## src/rtl/ost_pkg.sv

```systemverilog
package ost_pkg;
    typedef enum logic [2:0] {
        ST_IDLE     = 3'd0,
        ST_ANNOUNCE = 3'd1,
        ST_WAIT_ACK = 3'd2,
        ST_TESTING  = 3'd3,
        ST_DONE     = 3'd4,
        ST_RECOVER  = 3'd5
    } ost_state_e;

    localparam logic [2:0] A_PERIOD  = 3'd0;
    localparam logic [2:0] A_LATENCY = 3'd1;
    localparam logic [2:0] A_TIMEOUT = 3'd2;
    localparam logic [2:0] A_ACK     = 3'd3;
    localparam logic [2:0] A_IRQCLR  = 3'd4;
    localparam logic [2:0] A_FLAGCLR = 3'd5;
    localparam logic [2:0] A_ENABLE  = 3'd6;
endpackage

```

## src/rtl/ost_slot_timer.sv

```systemverilog
module ost_slot_timer #(
    parameter int CNT_W = 16
) (
    input  logic             clk,
    input  logic             rst_n,
    input  logic             en,
    input  logic [CNT_W-1:0] spacing,
    output logic             tick
);
    logic [CNT_W-1:0] cnt_q;

    assign tick = en && (cnt_q == '0);

    always_ff @(posedge clk or negedge rst_n) begin
        if (!rst_n) begin
            cnt_q <= '0;
        end else if (!en) begin
            cnt_q <= '0;
        end else if (cnt_q + 1'b1 >= spacing) begin
            cnt_q <= '0;
        end else begin
            cnt_q <= cnt_q + 1'b1;
        end
    end
endmodule

```

## src/rtl/ost_irq_bank.sv

```systemverilog
module ost_irq_bank #(
    parameter int NUM   = 4,
    parameter int IDX_W = 2
) (
    input  logic             clk,
    input  logic             rst_n,
    input  logic             set_en,
    input  logic [IDX_W-1:0] set_idx,
    input  logic [NUM-1:0]   clr,
    output logic [NUM-1:0]   level
);
    for (genvar i = 0; i < NUM; i++) begin : g_bit
        always_ff @(posedge clk or negedge rst_n) begin
            if (!rst_n) begin
                level[i] <= 1'b0;
            end else if (set_en && (set_idx == IDX_W'(i))) begin
                level[i] <= 1'b1;
            end else if (clr[i]) begin
                level[i] <= 1'b0;
            end
        end
    end
endmodule

```

## src/rtl/ost_seq_ctrl.sv

```systemverilog
module ost_seq_ctrl
    import ost_pkg::*;
#(
    parameter int NUM_CORES = 4,
    parameter int CNT_W     = 16
) (
    input  logic                         clk,
    input  logic                         rst_n,
    input  logic                         cfg_we,
    input  logic [2:0]                   cfg_addr,
    input  logic [31:0]                  cfg_wdata,
    input  logic [NUM_CORES-1:0]         core_fail,
    input  logic                         recover_ack,
    output logic [NUM_CORES-1:0]         sched_irq,
    output logic [NUM_CORES-1:0]         done_irq,
    output logic [NUM_CORES-1:0]         test_en,
    output logic [NUM_CORES-1:0]         recover_req,
    output logic [$clog2(NUM_CORES)-1:0] cur_core,
    output logic [2:0]                   phase,
    output logic                         fail_flag,
    output logic [$clog2(NUM_CORES)-1:0] fail_core,
    output logic                         timeout_flag
);
    localparam int IDX_W = $clog2(NUM_CORES);

    ost_state_e state_q, state_d;
    logic [CNT_W-1:0] period_q, lat_q, tmo_q;
    logic [CNT_W-1:0] wait_cnt_q, win_cnt_q;
    logic             en_q;
    logic [IDX_W-1:0] cur_q, cur_inc;
    logic             tick, ack_hit, tmo_evt, win_last, advance;
    logic [NUM_CORES-1:0] sched_clr, done_clr;

    assign ack_hit  = cfg_we && (cfg_addr == A_ACK);
    assign tmo_evt  = (state_q == ST_WAIT_ACK) && !ack_hit && (wait_cnt_q + 1'b1 >= tmo_q);
    assign win_last = (state_q == ST_TESTING) && (win_cnt_q + 1'b1 >= lat_q);
    assign advance  = (state_q == ST_DONE) || tmo_evt ||
                      ((state_q == ST_RECOVER) && recover_ack);
    assign cur_inc  = (cur_q == IDX_W'(NUM_CORES - 1)) ? '0 : cur_q + 1'b1;
    assign sched_clr = (cfg_we && cfg_addr == A_IRQCLR) ? cfg_wdata[NUM_CORES-1:0] : '0;
    assign done_clr  = (cfg_we && cfg_addr == A_IRQCLR) ? cfg_wdata[2*NUM_CORES-1:NUM_CORES] : '0;

    ost_slot_timer #(.CNT_W(CNT_W)) u_slot (
        .clk(clk), .rst_n(rst_n), .en(en_q),
        .spacing(period_q >> IDX_W), .tick(tick)
    );

    ost_irq_bank #(.NUM(NUM_CORES), .IDX_W(IDX_W)) u_sched (
        .clk(clk), .rst_n(rst_n), .set_en(state_q == ST_ANNOUNCE),
        .set_idx(cur_q), .clr(sched_clr), .level(sched_irq)
    );

    ost_irq_bank #(.NUM(NUM_CORES), .IDX_W(IDX_W)) u_done (
        .clk(clk), .rst_n(rst_n), .set_en(state_q == ST_DONE),
        .set_idx(cur_q), .clr(done_clr), .level(done_irq)
    );

    // Configuration registers
    always_ff @(posedge clk or negedge rst_n) begin
        if (!rst_n) begin
            period_q <= CNT_W'(1024);
            lat_q    <= CNT_W'(16);
            tmo_q    <= CNT_W'(64);
            en_q     <= 1'b0;
        end else if (cfg_we) begin
            unique case (cfg_addr)
                A_PERIOD:  period_q <= cfg_wdata[CNT_W-1:0];
                A_LATENCY: lat_q    <= cfg_wdata[CNT_W-1:0];
                A_TIMEOUT: tmo_q    <= cfg_wdata[CNT_W-1:0];
                A_ENABLE:  en_q     <= cfg_wdata[0];
                default:   ;
            endcase
        end
    end

    // Next-state logic
    always_comb begin
        state_d = state_q;
        unique case (state_q)
            ST_IDLE:     if (tick) state_d = ST_ANNOUNCE;
            ST_ANNOUNCE: state_d = ST_WAIT_ACK;
            ST_WAIT_ACK: begin
                if (ack_hit)      state_d = ST_TESTING;
                else if (tmo_evt) state_d = ST_IDLE;
            end
            ST_TESTING:  if (win_last) state_d = core_fail[cur_q] ? ST_RECOVER : ST_DONE;
            ST_DONE:     state_d = ST_IDLE;
            ST_RECOVER:  if (recover_ack) state_d = ST_IDLE;
            default:     state_d = ST_IDLE;
        endcase
    end

    // State register and counters
    always_ff @(posedge clk or negedge rst_n) begin
        if (!rst_n) begin
            state_q      <= ST_IDLE;
            cur_q        <= '0;
            wait_cnt_q   <= '0;
            win_cnt_q    <= '0;
            fail_flag    <= 1'b0;
            fail_core    <= '0;
            timeout_flag <= 1'b0;
        end else begin
            state_q    <= state_d;
            wait_cnt_q <= (state_q == ST_WAIT_ACK) ? wait_cnt_q + 1'b1 : '0;
            win_cnt_q  <= (state_q == ST_TESTING) ? win_cnt_q + 1'b1 : '0;
            if (advance) cur_q <= cur_inc;
            if (win_last && core_fail[cur_q]) begin
                fail_flag <= 1'b1;
                fail_core <= cur_q;
            end else if (cfg_we && cfg_addr == A_FLAGCLR && cfg_wdata[0]) begin
                fail_flag <= 1'b0;
            end
            if (tmo_evt) begin
                timeout_flag <= 1'b1;
            end else if (cfg_we && cfg_addr == A_FLAGCLR && cfg_wdata[1]) begin
                timeout_flag <= 1'b0;
            end
        end
    end

    // Outputs
    always_comb begin
        test_en     = '0;
        recover_req = '0;
        if (state_q == ST_TESTING) test_en[cur_q]     = 1'b1;
        if (state_q == ST_RECOVER) recover_req[cur_q] = 1'b1;
        cur_core = cur_q;
        phase    = state_q;
    end


    test_en_onehot_chk: assert property (@(posedge clk) disable iff (!rst_n)
        $onehot0(test_en));


    ack_gate_chk: assert property (@(posedge clk) disable iff (!rst_n)
        (state_q == ST_WAIT_ACK && !ack_hit) |=> (state_q != ST_TESTING));


    recov_excl_chk: assert property (@(posedge clk) disable iff (!rst_n)
        (|recover_req) |-> (test_en == '0) && $onehot(recover_req));


    rotation_step_chk: assert property (@(posedge clk) disable iff (!rst_n)
        (cur_core != $past(cur_core)) |->
        (cur_core == (($past(cur_core) == IDX_W'(NUM_CORES - 1)) ? '0 : $past(cur_core) + 1'b1)));


    window_progress_chk: assert property (@(posedge clk) disable iff (!rst_n)
        (state_q == ST_TESTING) |=> (state_q != ST_TESTING) || (win_cnt_q != '0));
endmodule

```

## config.mk

```make
export PLATFORM = sky130hd
export DESIGN_NAME = ost_seq_ctrl
export DESIGN_NICKNAME = d
export VERILOG_FILES = /design/src/rtl/ost_pkg.sv /design/src/rtl/ost_slot_timer.sv /design/src/rtl/ost_irq_bank.sv /design/src/rtl/ost_seq_ctrl.sv
export SDC_FILE = /design/constraint.sdc
export NUM_CORES = 1
export LEC_CHECK = 0
export BUFFER_PORTS_ARGS = -buffer_cell sky130_fd_sc_hd__buf_2
export CORE_MARGIN = 8
export CORE_UTILIZATION = 50
export DETAILED_ROUTE_END_ITERATION = 10
export PLACE_DENSITY = 0.66
export SYNTH_ARGS = -nofsm -noshare
export SYNTH_HDL_FRONTEND = slang
export SYNTH_SLANG_ARGS = --single-unit
```

## constraint.sdc

```tcl
create_clock -name clk -period 8.9 [get_ports clk]
set_input_delay 0.89 -clock clk [delete_from_list [all_inputs] [get_ports clk]]
set_output_delay 0.89 -clock clk [all_outputs]
set_load 0.03 [all_outputs]
```

* Word level (Yosys, flattened, before mapping)
Index checks and enable logic that the tools add are counted.
** Storage, ports and cells
- Register bits after elaboration :: 114
- Bits of input ports :: 43
- Output and inout bits :: 25
- Word-level logic and storage cells :: 129
** Operators by class
- $add $sub $neg :: 4
- $lt $le $gt $ge :: 5
- Muxes and demuxes :: 40
- Equality and inequality tests :: 18
- Reductions and logical operators :: 42
** Operator list (count)
- $mux W16 :: 4
- $add A16 B1 Y16 const B :: 3
- $ge A16 B16 Y1 :: 2
- $mux W1 :: 23
- $logic_and A1 B1 Y1 :: 20
- $reduce_bool A2 Y1 :: 10
- $ge A16 B14 Y1 :: 1
- $logic_not A16 Y1 :: 1
- $mux W4 :: 4
- $eq A3 B3 Y1 const B :: 5
- $mux W3 :: 5
- $pmux W3 S5 :: 1
- $eq A3 B2 Y1 const B :: 4
- $reduce_and A2 Y1 :: 4
- $eq A3 B1 Y1 const B :: 2
- $logic_not A3 Y1 :: 2
- $ne A2 B2 Y1 const B :: 3
- $eq A2 B2 Y1 const B :: 2
- $reduce_and A4 Y1 :: 1
- $lt A2 B3 Y1 const B :: 1
- $ne A3 B3 Y1 const B :: 1
- $add A2 B1 Y2 const B :: 1
- $bmux W1 S2 :: 1
- $demux W1 S2 :: 1
- other kinds (6) :: 7

* Longest topological paths before layout
Gate-level depths: netlist of the first run.
- Depth after elaboration :: 8
- Depth in mapped cells :: 14
- Depth with buffers taken out :: 12

* By module
Synthesis of the first run repeated with hierarchy kept, for this count alone.
** Unflattened totals
- Cells, all modules :: 642
- Area total of the unflattened synthesis :: 6449.9 µm²
** Modules (own cells, without submodules)
- ost_seq_ctrl :: area each 4714.5 µm², cells each 470, instances 1
- ost_slot_timer :: area each 1400.1 µm², cells each 140, instances 1
- ost_irq_bank :: area each 167.7 µm², cells each 16, instances 2

* Worst setup path after synthesis of the first run
No wires, ideal clock.
- Kind :: register to register
- Start point :: register win_cnt_q[2]
- End point :: register fail_core[0]
- Stages on the path, launching flop included :: 13
- Arrival time :: 2797 ps
- Period minus slack after synthesis :: 2921 ps
- Setup slack :: 5979 ps
- Cell sequence :: dfrtp_1 -> and4_1 -> nand3_1 -> nor3_1 -> nand3_1 -> xnor2_1 -> ha_1 -> nand4_1 -> nor4_1 -> o31ai_1 -> o211ai_1 -> and3_1 -> mux2_2
** Between the ends
- Word-level cells in the longest chain between the ends :: 4
** Ends and longest elaborated chain
- start: declaration :: line ost_seq_ctrl.sv:28 : logic [CNT_W-1:0] wait_cnt_q, win_cnt_q;
- start signal: assignment :: line ost_seq_ctrl.sv:106 : win_cnt_q <= (state_q == ST_TESTING) ? win_cnt_q + 1'b1 : '0;
- $add A16 B1 Y16 :: line ost_seq_ctrl.sv:36 : assign win_last = (state_q == ST_TESTING) && (win_cnt_q + 1'b1 >= lat_q);
- $ge A16 B16 Y1 :: line ost_seq_ctrl.sv:36
- $logic_and A1 B1 Y1 :: line ost_seq_ctrl.sv:36
- $logic_and A1 B1 Y1 :: line ost_seq_ctrl.sv:108 : if (win_last && core_fail[cur_q]) begin
- end signal: assignment :: line ost_seq_ctrl.sv:110 : fail_core <= cur_q;
- end: declaration :: line ost_seq_ctrl.sv:21 : output logic [$clog2(NUM_CORES)-1:0] fail_core,
Every way passes these cells.
A chain may end at the register's enable or synchronous reset.

* Worst setup path in the final report of the first run
- Start point :: register wait_cnt_q[2]
- End point :: register cur_q[1], in the netlist cur_core[1]
** Between the ends
- Word-level cells in the longest chain between the ends :: 5
** Ends and longest elaborated chain
- start: declaration :: line ost_seq_ctrl.sv:28
- start signal: assignment :: line ost_seq_ctrl.sv:105 : wait_cnt_q <= (state_q == ST_WAIT_ACK) ? wait_cnt_q + 1'b1 : '0;
- $add A16 B1 Y16 :: line ost_seq_ctrl.sv:35 : assign tmo_evt = (state_q == ST_WAIT_ACK) && !ack_hit && (wait_cnt_q + 1'b1 >= tmo_q);
- $ge A16 B16 Y1 :: line ost_seq_ctrl.sv:35
- $logic_and A1 B1 Y1 :: line ost_seq_ctrl.sv:35
- $logic_or A1 B1 Y1 (2 in a row) :: line ost_seq_ctrl.sv:37 : assign advance = (state_q == ST_DONE) || tmo_evt ||
- end signal: assignment :: line ost_seq_ctrl.sv:107 : if (advance) cur_q <= cur_inc;
- end: declaration :: line ost_seq_ctrl.sv:30 : logic [IDX_W-1:0] cur_q, cur_inc;
Every way passes these cells.

==> metrics.log, run 1 <==
INFO  metric status = finished clean
INFO  metric antennaDiodeCount = 0
INFO  metric die_w = 127 µm
INFO  metric finalSetupViolCount = 0
INFO  metric cp-end-kind = flip-flop
INFO  metric regToRegEndpoint = cur_core[1]
INFO  metric leakage = 0.00334 µW
INFO  metric synth_enable_flop_cells = 0
INFO  metric clock_input_transition_at_the_sequential_cells_of_the_worst_setup_and_hold_paths = 0.07 ns
INFO  metric timing.final.crit_period = 3.56 ns
INFO  metric synth.yosys.seq_area_share = 0.457
INFO  metric numCtsBuffers = 9
INFO  metric dr_total_vias = 4,472
INFO  metric hpwlAfterDp = 10.3 mm
INFO  metric cts.sinks = 112
INFO  metric crit_path_cell_trace = and3_1 > and3_1 > nand4_1 > nor2_1 > xor2_1 > ha_1 > nand4_1 > nor2_1 > a311oi_1 > a31oi_1 > a211oi_1 > mux2_1
INFO  metric clkLatencyLatePin = 0.36 ns
INFO  metric initial_utilization = 0.511
INFO  metric worst_pin_slew = 1.01 ns
INFO  metric detail_route.drc_violations = 0
INFO  metric global_route.usage.total = 0.176
INFO  metric detailedRoute.firstIterationViolations = 257
INFO  metric skew = 0.00875 ns
INFO  metric boundaryPins = 68
INFO  metric grt_first_pass_wirelength = 22.7 mm
INFO  metric most_used_flip_flop_cell_after_synthesis = sky130_fd_sc_hd__dfrtp_1
INFO  metric timing.reg2reg.setup_slack = 5.34 ns
INFO  metric cts.root.buffer_cell = sky130_fd_sc_hd__clkbuf_16
INFO  metric cts-htree-levels = 3
INFO  metric route.detailed.vias_per_inst = 5.47
INFO  metric worstHoldEndpoint = fail_flag
INFO  metric count_of_buffers_inserted_at_the_top_level_ports = 51
INFO  metric cp_max_fo = 4
INFO  metric power_density_over_cell_area = 219 nW/µm²
INFO  metric synthXorXnorAreaFrac = 0.0599
INFO  metric post_cts_resized = 0
INFO  metric maximum_number_of_pins_on_one_net_before_global_route_repair = 70
INFO  metric synth_top_cell_by_area = sky130_fd_sc_hd__dfrtp_1
INFO  metric synth_adder_area_share = 0.110
INFO  metric post-synth-top-count-cell = sky130_fd_sc_hd__dfrtp_1
INFO  metric min_from = fail_flag
INFO  metric timing.slew.headroom = 0.329
INFO  metric synthDominantCellAreaShare = 0.444
INFO  metric rsz0062_at_grt = false
INFO  metric die_h = 127 µm
INFO  metric worst_path_max_delay_cell = sky130_fd_sc_hd__a311oi_1
INFO  metric crit_arrival = 3.80 ns
INFO  metric globalRouteOverflowTotal = 0
INFO  metric fmax = 0.281 GHz
INFO  metric place.gp.congestion = 0.784
INFO  metric syn_area = 6140 µm²
INFO  metric ant_nets = 0
INFO  metric cpPeakStageDelay = 0.50 ns
INFO  metric slew_viol_final = 0
INFO  metric totalNegativeSetupSlack = 0 ns
INFO  metric floorplan.rows = 40
INFO  metric worst_hold_path.num_cells = 1
INFO  metric drt-wirelength-per-cell = 16.4 µm
INFO  metric synth_simple_gate_area_share = 0.204
INFO  metric syn_avg_cell_area = 9.95 µm²
INFO  metric synth_top_family_by_area = simple AND/OR/NAND/NOR gates
INFO  metric antenna_violations_before_repair = 0
INFO  metric synthArstFlopShare = 1.00
INFO  metric fp.coreArea = 12,000 µm²
INFO  metric worstRegToRegCells = 12
INFO  metric cts_tree = yes
INFO  metric max_ir_drop_vdd = 0.166 mV
INFO  metric post_cts_hold_buffer_count = 0
INFO  metric finalWirelength = 13.5 mm
INFO  metric netlist_top_cells_area = sky130_fd_sc_hd__dfrtp_1 44%, sky130_fd_sc_hd__ha_1 11%, sky130_fd_sc_hd__nand2_1 4.1%
INFO  metric ys.warnings.count = 0
INFO  metric number_of_global_route_vias_before_repair = 4,565
INFO  metric synth.cells.most_frequent = 109 x sky130_fd_sc_hd__dfrtp_1, 67 x sky130_fd_sc_hd__nand2_1, 56 x sky130_fd_sc_hd__inv_1, 54 x sky130_fd_sc_hd__ha_1, 40 x sky130_fd_sc_hd__o21ai_0
INFO  metric synth_compound_gate_area_share = 0.0993
INFO  metric area_of_the_die = 16,100 µm²
INFO  metric synth_mux_area_frac = 0.0208
INFO  metric cts.path.max_buffers = 2
INFO  metric synth.ff_latch_count = 112
INFO  metric timing.critical_path.max_delay_family = compound AO/OA/AOI/OAI gates
INFO  metric synth_cell_types = 59
INFO  metric drt_pre_antenna_iters = 4
INFO  metric share_of_final_layout_standard_cells_stronger_than_drive_strength_1 = 0.155
INFO  metric criticalPathCategory = reg2reg
INFO  metric growth_of_design_area_from_synthesis_to_finish = 11.6%
INFO  metric totalPowerFinal = 1500 µW
INFO  metric setup.worst_path.start_class = flip-flop
INFO  metric max_capacitance_violation_count = 0
INFO  metric nNetsFinal = 763
INFO  metric final.period_utilization = 0.400
INFO  metric critPathRequiredTime = 9.14 ns
INFO  metric synthCells = 617
INFO  metric hold_path_class = reg2reg
INFO  metric critical_path_buf_inv_count = 0
INFO  metric postCtsSetupRepairBufs = 0
INFO  metric crit-reg2reg-launch = wait_cnt_q[2]
INFO  metric hold_viol = 0
-- through the flow --
| step | area, µm² | std cells | hold WS (ns) | util | worst slack (ns) |
|---|---|---|---|---|---|
| floorplan | 6140 | 618 | 0.467 | - | 5.98 |
| finish | 6850 | 818 | 0.481 | 0.570 | 5.34 |
| detailed placement | 6530 | 802 | 0.466 | 0.544 | 5.32 |
| CTS | 6850 | 818 | 0.485 | 0.570 | 5.31 |
| global placement | 6530 | 802 | 0.456 | 0.544 | 5.39 |
| global route | 6850 | 818 | 0.504 | 0.570 | 5.07 |
-- per-layer routing --
| layer | vias up | wire length [µm] | global-route usage |
|---|---|---|---|
| li1 | 2206 | - | - |
| met1 | 2166 | 6280 | 0.227 |
| met2 | 83 | 6370 | 0.280 |
| met3 | 17 | 582 | 0.0419 |
| met4 | 0 | 221 | 0.0658 |
| met5 | - | 0 | 0 |
-- report_power, final --
| part | switching, µW | internal [µW] | total [µW] |
|---|---|---|---|
| clock | 186 | 243 | 429 |
| sequential | 55.7 | 592 | 647 |
| combinational | 268 | 158 | 426 |
| total | 509 | 993 | 1500 |
-- kinds of logic after synthesis --
logic type	after synthesis
compound gates	101
flops	112
xor+xnor	42
buf+inv	73
fa+ha+maj	54
mux	10
simple gates	224
other cells	1
-- worst max path at each step --
| stage | cells after the start | end | slack (ns) | startpoint |
|---|---|---|---|---|
| after floorplan | 12 | fail_core[0] | 5.98 | win_cnt_q[2] |
| after global placement | 12 | cur_core[0] | 5.39 | wait_cnt_q[2] |
| after detailed placement | 12 | cur_core[1] | 5.32 | wait_cnt_q[2] |
| after CTS | 12 | cur_core[1] | 5.31 | wait_cnt_q[2] |
| after global routing | 12 | cur_core[0] | 5.07 | wait_cnt_q[2] |
| final | 12 | cur_core[1] | 5.34 | wait_cnt_q[2] |
-- cell usage in the layout, fill, tap and decap left out, types with 22 or more instances in the layout --
cell type	netlist	layout
sky130_fd_sc_hd__nand2_1	67	67
sky130_fd_sc_hd__buf_2	1	50
sky130_fd_sc_hd__ha_1	54	54
sky130_fd_sc_hd__xnor2_1	27	27
sky130_fd_sc_hd__nor2_1	24	23
sky130_fd_sc_hd__o21ai_0	40	40
sky130_fd_sc_hd__nand3_1	22	22
sky130_fd_sc_hd__inv_1	56	56
sky130_fd_sc_hd__and2_1	24	24
sky130_fd_sc_hd__dfrtp_1	109	109
-- area by class of cell --
class                           count  area (µm²)
Clock buffer                       13         270
Sequential cell                   112        2810
Clock inverter                      3        47.5
Inverter                           56         210
Tap cell                          147         184
Fill cell                        1057        5160
Timing Repair Buffer               54         280
Multi-Input combinational cell    433        3050
-- worst reg2reg max path: cells and delay by family, from the launching register on --
| kind | cells | cell delay, ns |
|---|---|---|
| and+or+nand+nor | 6 | 1.04 |
| adders and majority gates | 1 | 0.28 |
| DFF | 1 | 0.39 |
| xor gates and xnor gates | 1 | 0.24 |
| muxes | 1 | 0.37 |
| AOI/OAI and AO/OA | 3 | 1.14 |
-- flip-flops by register name (all words and copies together) (netlist names) --
register	count
u_sched.level	4
period_q	14
u_done.level	4
fail_flag	1
cur_core	2
phase	3
timeout_flag	1
en_q	1
fail_core	2
win_cnt_q	16
lat_q	16
wait_cnt_q	16
u_slot.cnt_q	16
tmo_q	16
Power figures use the tool's default switching activity.
==> run 2, diff against run 1 <==
Clock period 8.9 ns to 3.55 ns, I/O delays scaled along.
==> metrics.log, run 2 (synthesis gave the netlist of run 1 again) <==
INFO  metric dp_worst_setup_slack = 0.218 ns
INFO  metric worst_pin_slew = 0.772 ns
INFO  metric numCtsBuffers = 9
INFO  metric slew_viol_final = 0
INFO  metric fp.coreArea = 12,000 µm²
INFO  metric totalPowerFinal = 3600 µW
INFO  metric wl_met2 = 6.07 mm
INFO  metric ant_nets = 0
INFO  metric initial_utilization = 0.511
INFO  metric nNetsFinal = 768
INFO  metric met3_length = 569 µm
INFO  metric finalSetupViolCount = 0
INFO  metric detail_route.drc_violations = 0
INFO  metric die_w = 127 µm
INFO  metric top_layer_reached_by_signal_wires = met4
INFO  metric growth_of_design_area_from_synthesis_to_finish = 11.5%
INFO  metric final.period_utilization = 0.917
INFO  metric seqCellArea = 2810 µm²
INFO  metric cts.root.buffer_cell = sky130_fd_sc_hd__clkbuf_16
INFO  metric timing.final.crit_period = 3.26 ns
INFO  metric hold_viol = 0
INFO  metric die_h = 127 µm
INFO  metric detailedRoute.firstIterationViolations = 217
INFO  metric power_density_over_cell_area = 526 nW/µm²
INFO  metric boundaryPins = 68
INFO  metric cts-htree-levels = 3
INFO  metric critPathRequiredTime = 3.78 ns
INFO  metric stdcell_count = 823
INFO  metric route.detailed.vias_per_inst = 5.37
INFO  metric layout_common_cells = 109 x sky130_fd_sc_hd__dfrtp_1, 67 x sky130_fd_sc_hd__nand2_1, 56 x sky130_fd_sc_hd__inv_1
INFO  metric fmax = 0.307 GHz
INFO  metric clkLatencyLatePin = 0.34 ns
INFO  metric max_ir_drop_vdd = 0.524 mV
INFO  metric setup.worst_path.start_class = flip-flop
INFO  metric antennaDiodeCount = 0
INFO  metric hpwlAfterDp = 10.2 mm
INFO  metric cts_tree = yes
INFO  metric global_route.usage.total = 0.172
INFO  metric postCtsSetupRepairBufs = 0
INFO  metric dr_total_vias = 4,419
INFO  metric timing.reg2reg.setup_slack = 0.29 ns
INFO  metric cp_max_fo = 5
INFO  metric hold_path_class = in2async
INFO  metric finalWirelength = 13.2 mm
INFO  metric skew = 0.00508 ns
INFO  metric drt-wirelength-per-cell = 16.1 µm
INFO  metric area_of_the_die = 16,100 µm²
INFO  metric number_of_global_route_vias_before_repair = 4,592
INFO  metric floorplan.rows = 40
INFO  metric antenna_violations_before_repair = 0
INFO  metric mostFrequentLayoutCell = sky130_fd_sc_hd__dfrtp_1
INFO  metric max_capacitance_violation_count = 0
INFO  metric dpl.cell_count = 807
INFO  metric share_of_final_layout_standard_cells_stronger_than_drive_strength_1 = 0.161
INFO  metric leakage = 0.00333 µW
INFO  metric place.gp.congestion = 0.792
INFO  metric cp-end-kind = flip-flop
INFO  metric criticalPathCategory = reg2reg
INFO  metric detail_route.wirelength.met1 = 6.32 mm
INFO  metric crit-reg2reg-launch = win_cnt_q[2]
INFO  metric globalRouteOverflowTotal = 0
INFO  metric regToRegEndpoint = fail_core[1]
INFO  metric drt_pre_antenna_iters = 4
INFO  metric grt_first_pass_wirelength = 22.4 mm
INFO  metric cts.path.max_buffers = 2
INFO  metric timing.hold.ws = 0.0231 ns
INFO  metric rsz0062_at_grt = false
INFO  metric totalNegativeSetupSlack = 0 ns
INFO  metric worstRegToRegCells = 12
INFO  metric clock_input_transition_at_the_sequential_cells_of_the_worst_setup_and_hold_paths = 0.07 ns
INFO  metric timing.slew.headroom = 0.482
INFO  metric fin_ws = 0.294 ns
INFO  metric multi_input_comb_area = 3060 µm²
INFO  metric status = finished clean
INFO  metric cts.sinks = 112
INFO  metric maximum_number_of_pins_on_one_net_before_global_route_repair = 51
INFO  metric count_of_buffers_inserted_at_the_top_level_ports = 51
INFO  metric crit_arrival = 3.49 ns
INFO  metric final.fill_count = 1,086
==> run 2: cell count changes in the layout (fill, tap and decap cells not counted), moves of 2 or more <==
cell / before / now
sky130_fd_sc_hd__clkbuf_1: 1 / 4
sky130_fd_sc_hd__clkinvlp_4: 0 / 2
sky130_fd_sc_hd__clkbuf_8: 3 / 0
sky130_fd_sc_hd__buf_4: 4 / 9
==> run 2: layout make-up <==
class                           count  share of cell area
Multi-Input combinational cell    433               0.448
Sequential cell                   112               0.410
Timing Repair Buffer               59              0.0464
Clock buffer                       13              0.0351
Inverter                           56              0.0307
Tap cell                          147              0.0269
Clock inverter                      3             0.00293
==> run 2: report_power, final <==
part           switching, µW  total (µW)  internal, µW
sequential               140        1620          1480
combinational            660        1060           401
clock                    437         914           476
==> run 2: metal layers <==
metal  track usage  up-vias
li1              -     2207
met1         0.228     2112
met2         0.272       83
met3        0.0348       17
met4        0.0637        0
met5             0        -
==> run 2: how the worst max path moves through the flow <==
stage / startpoint / endpoint / slack [ns] / cells past startpoint
after floorplan: win_cnt_q[2] / fail_core[0] / 0.63 / 12
after global placement: win_cnt_q[2] / fail_core[0] / 0.27 / 12
after detailed placement: win_cnt_q[2] / fail_core[1] / 0.22 / 12
after CTS: win_cnt_q[2] / fail_core[1] / 0.20 / 12
after global routing: wait_cnt_q[2] / cur_core[0] / 0.04 / 13
final: win_cnt_q[2] / fail_core[1] / 0.29 / 12
==> run 2: through the flow <==
step           utilization  area [µm²]
5_1_grt              0.570        6840
6_report             0.570        6840
3_3_place_gp         0.547        6570
4_1_cts              0.569        6830
3_5_place_dp         0.547        6570
2_1_floorplan            -        6140
==> run 2: worst max-delay path, stage by stage, from the launching register on <==
cell and delay, ns:
sky130_fd_sc_hd__dfrtp_1 0.42, sky130_fd_sc_hd__and4_1 0.27, sky130_fd_sc_hd__nand3_1 0.13, sky130_fd_sc_hd__nor3_2 0.30, sky130_fd_sc_hd__nand3_1 0.13, sky130_fd_sc_hd__xnor2_1 0.16, sky130_fd_sc_hd__ha_1 0.30, sky130_fd_sc_hd__nand4_1 0.19
sky130_fd_sc_hd__nor4_1 0.30, sky130_fd_sc_hd__o31ai_1 0.11, sky130_fd_sc_hd__o211ai_1 0.19, sky130_fd_sc_hd__and3_1 0.28, sky130_fd_sc_hd__mux2_2 0.35
==> run 2: repair_timing <==
action                     in CTS  in global routing
hold buffers                    0                  0
gates resized for setup         0                  3
setup endpoints to repair       0                  5
